$ cat src/rtl/lcd_seq_pkg.sv
package lcd_seq_pkg;
  localparam int LVL_W = 3;
  typedef logic [LVL_W-1:0] lvl_t;

  // highest level index for a bias code; out-of-range codes clamp to 1/5
  function automatic lvl_t bias_top(input logic [2:0] code);
    if (code >= 3'd4) return lvl_t'(5);
    return lvl_t'(code) + lvl_t'(1);
  endfunction
endpackage

$ cat src/rtl/lcd_seq_timing.sv
module lcd_seq_timing #(
  parameter int DIV_W = 16,
  parameter int ROW_W = 4
) (
  input  logic             clk_i,
  input  logic             rst_ni,
  input  logic [DIV_W-1:0] div_i,
  input  logic [ROW_W-1:0] last_row_i,
  input  logic             wave_b_i,
  output logic [ROW_W-1:0] row_o,
  output logic             neg_o,
  output logic             bound_o,
  output logic             frame_o
);
  logic [DIV_W-1:0] cnt_q;
  logic [ROW_W-1:0] row_q;
  logic             half_q, fpar_q;
  logic             tick, wrap;

  assign tick    = (cnt_q == '0);
  assign bound_o = tick & half_q;
  assign wrap    = bound_o & (row_q >= last_row_i);
  assign frame_o = wrap;
  assign row_o   = row_q;
  assign neg_o   = wave_b_i ? fpar_q : half_q;

  always_ff @(posedge clk_i or negedge rst_ni) begin
    if (!rst_ni) begin
      cnt_q  <= '0;
      half_q <= 1'b0;
      row_q  <= '0;
      fpar_q <= 1'b0;
    end else begin
      cnt_q <= tick ? div_i : cnt_q - 1'b1;
      if (tick) half_q <= ~half_q;
      if (bound_o) row_q <= wrap ? '0 : row_q + 1'b1;
      if (wrap) fpar_q <= ~fpar_q;
    end
  end

  // a row spans two ticks, so boundaries never touch
  a_r2_no_back_to_back: assert property (@(posedge clk_i) disable iff (!rst_ni)
    bound_o |=> !bound_o);

  a_r7_frame_pol_hold: assert property (@(posedge clk_i) disable iff (!rst_ni)
    (wave_b_i && !frame_o) |=> (!wave_b_i || $stable(neg_o)));
endmodule

$ cat src/rtl/lcd_row_buf.sv
module lcd_row_buf #(
  parameter int NUM_PINS = 62
) (
  input  logic                clk_i,
  input  logic                rst_ni,
  input  logic                load_i,
  input  logic [NUM_PINS-1:0] load_data_i,
  input  logic                xfer_i,
  output logic [NUM_PINS-1:0] active_o
);
  logic [NUM_PINS-1:0] shadow_q, active_q;

  always_ff @(posedge clk_i or negedge rst_ni) begin
    if (!rst_ni) begin
      shadow_q <= '0;
      active_q <= '0;
    end else begin
      if (load_i) shadow_q <= load_data_i;
      if (xfer_i) active_q <= shadow_q;
    end
  end

  assign active_o = active_q;
endmodule

$ cat src/rtl/lcd_level_gen.sv
module lcd_level_gen
  import lcd_seq_pkg::*;
#(
  parameter int NUM_PINS = 62,
  parameter int NUM_COM  = 16,
  parameter int ROW_W    = 4
) (
  input  logic                      clk_i,
  input  logic                      rst_ni,
  input  logic [NUM_PINS-1:0]       pin_com_i,
  input  logic [NUM_PINS-1:0]       active_i,
  input  logic [ROW_W-1:0]          row_i,
  input  logic [ROW_W-1:0]          last_row_i,
  input  logic                      neg_i,
  input  logic                      invert_i,
  input  lvl_t                      n_lvl_i,
  output logic [NUM_PINS*LVL_W-1:0] pin_lvl_o
);
  lvl_t unsel_lvl, off_lvl;
  assign unsel_lvl = (n_lvl_i == lvl_t'(1)) ? lvl_t'(0) : lvl_t'(1);
  assign off_lvl   = (n_lvl_i <= lvl_t'(2)) ? lvl_t'(1) : lvl_t'(2);

  for (genvar p = 0; p < NUM_PINS; p++) begin : g_pin
    localparam logic [ROW_W-1:0] CI = ROW_W'(p % NUM_COM);
    lvl_t pos, lvl;
    logic live;

    always_comb begin
      live = 1'b1;
      if (pin_com_i[p]) begin
        live = (CI <= last_row_i);
        pos  = (CI == row_i) ? n_lvl_i : unsel_lvl;
      end else begin
        pos  = (active_i[p] ^ invert_i) ? lvl_t'(0) : off_lvl;
      end
      if (!live)      lvl = '0;
      else if (neg_i) lvl = n_lvl_i - pos;
      else            lvl = pos;
    end

    assign pin_lvl_o[p*LVL_W +: LVL_W] = lvl;

    a_r11_level_bound: assert property (@(posedge clk_i) disable iff (!rst_ni)
      pin_lvl_o[p*LVL_W +: LVL_W] <= n_lvl_i);
  end
endmodule

$ cat src/rtl/lcd_wave_seq.sv
module lcd_wave_seq
  import lcd_seq_pkg::*;
#(
  parameter int NUM_PINS = 62,
  parameter int NUM_COM  = 16,
  parameter int DIV_W    = 16,
  localparam int ROW_W   = $clog2(NUM_COM)
) (
  input  logic                      clk_i,
  input  logic                      rst_ni,
  input  logic [DIV_W-1:0]          div_i,
  input  logic [2:0]                bias_i,
  input  logic [ROW_W-1:0]          num_com_i,
  input  logic                      wave_b_i,
  input  logic                      invert_i,
  input  logic [NUM_PINS-1:0]       pin_com_i,
  input  logic                      load_i,
  input  logic [NUM_PINS-1:0]       load_data_i,
  output logic                      req_o,
  output logic                      frame_o,
  output logic [NUM_PINS*LVL_W-1:0] pin_lvl_o
);
  localparam logic [ROW_W-1:0] MAX_ROW = ROW_W'(NUM_COM - 1);

  lvl_t                n_lvl;
  logic [ROW_W-1:0]    last_row, row;
  logic [NUM_PINS-1:0] active;
  logic                neg, bound;

  assign n_lvl    = bias_top(bias_i);
  assign last_row = (bias_i == 3'd0)     ? '0 :
                    (num_com_i > MAX_ROW) ? MAX_ROW : num_com_i;

  lcd_seq_timing #(.DIV_W(DIV_W), .ROW_W(ROW_W)) u_timing (
    .clk_i, .rst_ni, .div_i,
    .last_row_i (last_row),
    .wave_b_i,
    .row_o      (row),
    .neg_o      (neg),
    .bound_o    (bound),
    .frame_o
  );

  lcd_row_buf #(.NUM_PINS(NUM_PINS)) u_buf (
    .clk_i, .rst_ni, .load_i, .load_data_i,
    .xfer_i   (bound),
    .active_o (active)
  );

  lcd_level_gen #(.NUM_PINS(NUM_PINS), .NUM_COM(NUM_COM), .ROW_W(ROW_W)) u_lvl (
    .clk_i, .rst_ni, .pin_com_i,
    .active_i   (active),
    .row_i      (row),
    .last_row_i (last_row),
    .neg_i      (neg),
    .invert_i,
    .n_lvl_i    (n_lvl),
    .pin_lvl_o
  );

  assign req_o = bound;

  // displayed row data only moves on a requested boundary
  a_r9_active_hold: assert property (@(posedge clk_i) disable iff (!rst_ni)
    !req_o |=> $stable(active));
endmodule

$ cat config.mk
export PLATFORM = sky130hd
export DESIGN_NAME = lcd_wave_seq
export DESIGN_NICKNAME = d
export VERILOG_FILES = /design/src/rtl/lcd_seq_pkg.sv /design/src/rtl/lcd_seq_timing.sv /design/src/rtl/lcd_row_buf.sv /design/src/rtl/lcd_level_gen.sv /design/src/rtl/lcd_wave_seq.sv
export SDC_FILE = /design/constraint.sdc
export NUM_CORES = 1
export LEC_CHECK = 0
export BUFFER_PORTS_ARGS = -buffer_cell sky130_fd_sc_hd__buf_2
export CORE_MARGIN = 1
export CORE_UTILIZATION = 50
export CTS_CLUSTER_SIZE = 16
export DETAILED_ROUTE_END_ITERATION = 7
export PLACE_DENSITY = 0.72
export SKIP_LAST_GASP = 1
export SLEW_MARGIN = 15
export SYNTH_ARGS = -nofsm -noshare
export SYNTH_HDL_FRONTEND = slang
export SYNTH_SLANG_ARGS = --single-unit
export TNS_END_PERCENT = 20
$ cat constraint.sdc
create_clock -name clk_i -period 9.2 [get_ports clk_i]
set_clock_uncertainty 0.2 [all_clocks]
set_input_delay 0.46 -clock clk_i [delete_from_list [all_inputs] [get_ports clk_i]]
set_output_delay 0.46 -clock clk_i [all_outputs]
set_load 0.1 [all_outputs]
==> results.cfg <==
[grt]
grt_pass1_vias = 14590
grt_use_met1 = 0.469
overflow = 0
grtUsageMet3 = 0.0484
grt_pass1_wl_mm = 81.1
grtUsageTotal = 0.329
antenna_found_initial = 11
use_met2 = 0.491
grt_max_degree = 115
busiest_layer = met2

[clock_network]
cts_sinks = 146
postCtsSetupBuffers = 0
cts-buffers-inserted = 17
h-tree-depth = 4
insertion_delay_ns = 0.43
ctsResizeCount = 0
cts_buffer_depth = 2
clockRootBuffer = clkbuf_16
cts_tree = done
clk_pin_slew_ns = 0.07

[worst_setup_path]
crit_fanout = 34
cp_slowest_cell = a21oi_4
critical_path.startpoint = bias_i[0]
cp-end-kind = output pin
max_stage_delay_ns = 0.79
worstPathArrival_ns = 4.51
worstSetupStartpointType = primary input
reg2reg_depth = 8
crit_type = in -> out
timing.rr.start = u_timing.cnt_q[0]
crit_top_cell = buf_2
crit_chain = buf_2, ha_1, or2_2, a21oi_4, buf_4, nor3_1, a21oi_1, fa_1, nand2_1, mux2_2, o22ai_1, a21o_1, buf_2
critPathRequiredTime_ns = 8.54
crit_end = pin_lvl_o[44]
reg2reg_slack_ns = 6.00
r2r_end = u_buf.active_o[14]

[yosys]
synthCells = 1890
synth_area_um2 = 15400
synthArstFlopShare = 1.00
ys_seq_area_frac = 0.237
synth_flop_cell = dfrtp_1
syn_nets = 2177
synth_edf_count = 0
synth_cell_types = 61
synth_area_per_cell_um2 = 8.16
ys_ff_latch = 146
synth_warnings = 0

[drt]
vias = 15843
drt_first_pass_iters = 6
vias_per_cell = 6.37
totalWireLength_mm = 52.9
drtAntennaViolNets = 0
avgRoutedWirePerCell_um = 21.3
drc = 0
dr.first_iter.drc_count = 1606

[timing]
min_period_ns = 5.17
rsz0062_at_grt = no
fmax_mhz = 193
slew_viol_final = 0
tns_ns = 0
maxSlewHeadroom = 0.311
worst_slew_pin_slew_ns = 1.03
final.period_utilization = 0.562
finalHoldViolations = 0
finalSetupViolCount = 0

[floorplanning]
start_util = 0.515
die_area_um2 = 31600
dieWidth_um = 178
ios = 340
fp.coreArea_um2 = 30000
die-height_um = 178
placementRows = 63

[pwr]
power_density_nw_per_um2 = 133
total_power_w = 0.00236
p_sw_w = 0.000986
swShare = 0.417
intPower_w = 0.00138
ir_drop_mv = 0.126
leakage_nw = 8.42
sequentialPowerShare = 0.313
power_frac_clock = 0.310
pwr-share-comb = 0.377

[run_status]
outcome = finished, final reports clean

[placed_design]
gp_congestion = 0.914
hpwlAfterDp_mm = 37.9
io_buffers = 339

[layout]
area_delta_synth_final_pct = 15.3
fin_nets = 2363
utilization = 0.593
filler_cell_count = 2760
layout-drive-gt1-share = 0.239

[min_path]
min_path_type = in -> reg

[job]
cap_viol_max_count = 0
[what timing repair did]
item,in CTS,in global routing
setup endpoints to repair,0,0
hold buffers,1,0
endpoints found under the hold margin,90,0
[synthesized netlist by cell type (5+ instances only)]
cell	n	area, um^2
nand2_1	289	1080
a32oi_1	34	298
nand2b_1	5	31.3
a221oi_1	112	981
a21o_1	38	285
xor2_1	49	429
o31ai_1	5	37.5
inv_1	77	289
dfrtp_1	146	3650
xnor2_1	30	263
a211o_1	14	123
a31oi_1	11	68.8
mux2i_1	70	701
and3b_1	8	70.1
nand3_1	27	135
nor2_1	168	631
mux2_2	68	766
clkbuf_1	156	586
buf_1	20	75.1
o21ai_0	34	170
o21a_1	12	90.1
a211oi_1	47	353
o22ai_1	41	257
nor3_1	59	295
nand4_1	14	87.6
nor2b_1	5	31.3
ha_1	73	913
and3_1	5	31.3
buf_2	17	85.1
nor3b_1	15	113
a22oi_1	8	60.1
or3b_2	15	131
fa_1	62	1240
or3b_1	23	201
a21oi_1	78	390
or4_1	5	37.5
[logic make-up after synthesis]
logic type                 share of synthesized area
and+or+nand+nor                                0.195
muxes                                         0.0951
adders and majority gates                      0.140
buffers and inverters                         0.0698
AOI/OAI and AO/OA                              0.218
DFF                                            0.237
xor gates and xnor gates                      0.0449
[cell usage in the layout, fill, tap and decap left out, drive strengths merged, types with 27 or more instances in the layout]
cell type / n
mux2i: 70
nand3: 27
a21o: 38
inv: 82
o21ai: 37
nor2: 168
nor3: 60
mux2: 68
xor2: 49
a211oi: 47
or3b: 38
dfrtp: 146
ha: 73
fa: 62
o22ai: 41
xnor2: 30
a32oi: 34
a221oi: 112
buf: 364
nand2: 290
a21oi: 79
[layer usage]
metal | wire length (um) | share of wire
met1 | 22700 | 0.43
met2 | 23100 | 0.44
met3 | 4790 | 0.091
met4 | 2210 | 0.042
met5 | 33 | 0.00062
[cell type report]
| type | count | area, um^2 | area share |
|---|---|---|---|
| multi-input cells | 1469 | 10800 | 0.607 |
| flip-flops and latches | 146 | 3650 | 0.206 |
| repair buffers | 365 | 1910 | 0.107 |
| well taps | 390 | 488 | 0.0275 |
| clock buffers | 19 | 453 | 0.0255 |
| inverters | 77 | 289 | 0.0163 |
| clock inverters | 12 | 170 | 0.00957 |
| diodes | 10 | 25.0 | 0.00141 |
[worst min path at each step]
stage,slack [ns],startpoint,endpoint,cells after the start
6_report,0.04,div_i[4],u_timing.cnt_q[4],3
5_1_grt,0.04,div_i[3],u_timing.cnt_q[3],2
4_1_cts,0.04,div_i[4],u_timing.cnt_q[4],3
3_5_place_dp,0.26,u_buf.shadow_q[12],u_buf.active_o[12],2
3_3_place_gp,0.25,u_buf.shadow_q[40],u_buf.active_o[40],2
2_1_floorplan,-0.04,rst_ni,u_buf.active_o[0],0
[per-stage QoR]
stage / worst slack, ns / hold WS [ns] / instances / area (um^2)
detailed placement: 4.14 / 0.258 / 2446 / 17100
global route: 3.91 / 0.0445 / 2485 / 17800
finish: 4.03 / 0.0416 / 2488 / 17800
CTS: 4.14 / 0.0353 / 2478 / 17700
floorplan: 0.489 / -0.0356 / 1890 / 15400
global placement: 4.24 / 0.249 / 2444 / 17100
[registers in the layout, indices dropped and copies added, names as in the netlist]
| signal | flops |
|---|---|
| u_timing.row_o | 4 |
| u_timing.cnt_q | 16 |
| u_timing.half_q | 1 |
| u_timing.fpar_q | 1 |
| u_buf.shadow_q | 62 |
| u_buf.active_o | 62 |
[worst max-delay path, delay by kind of cell]
family	cells	cell delay, ns
simple gates	3	0.74
fa+ha+maj	2	0.51
compound gates	4	1.37
mux	1	0.30
buf+inv	3	1.08
[power groups by stage]
stage / logic (W) / clock network [W] / registers (W)
finish: 0.000892 / 0.000733 / 0.000740
global route: 0.000955 / 0.000770 / 0.000748
CTS: 0.000885 / 0.000745 / 0.000739
detailed placement: 0.000881 / 0 / 0.000751
floorplan: 0.000691 / 0 / 0.000737
global placement: 0.000864 / 0 / 0.000748
No activity file was read; power rests on OpenSTA's default activity.
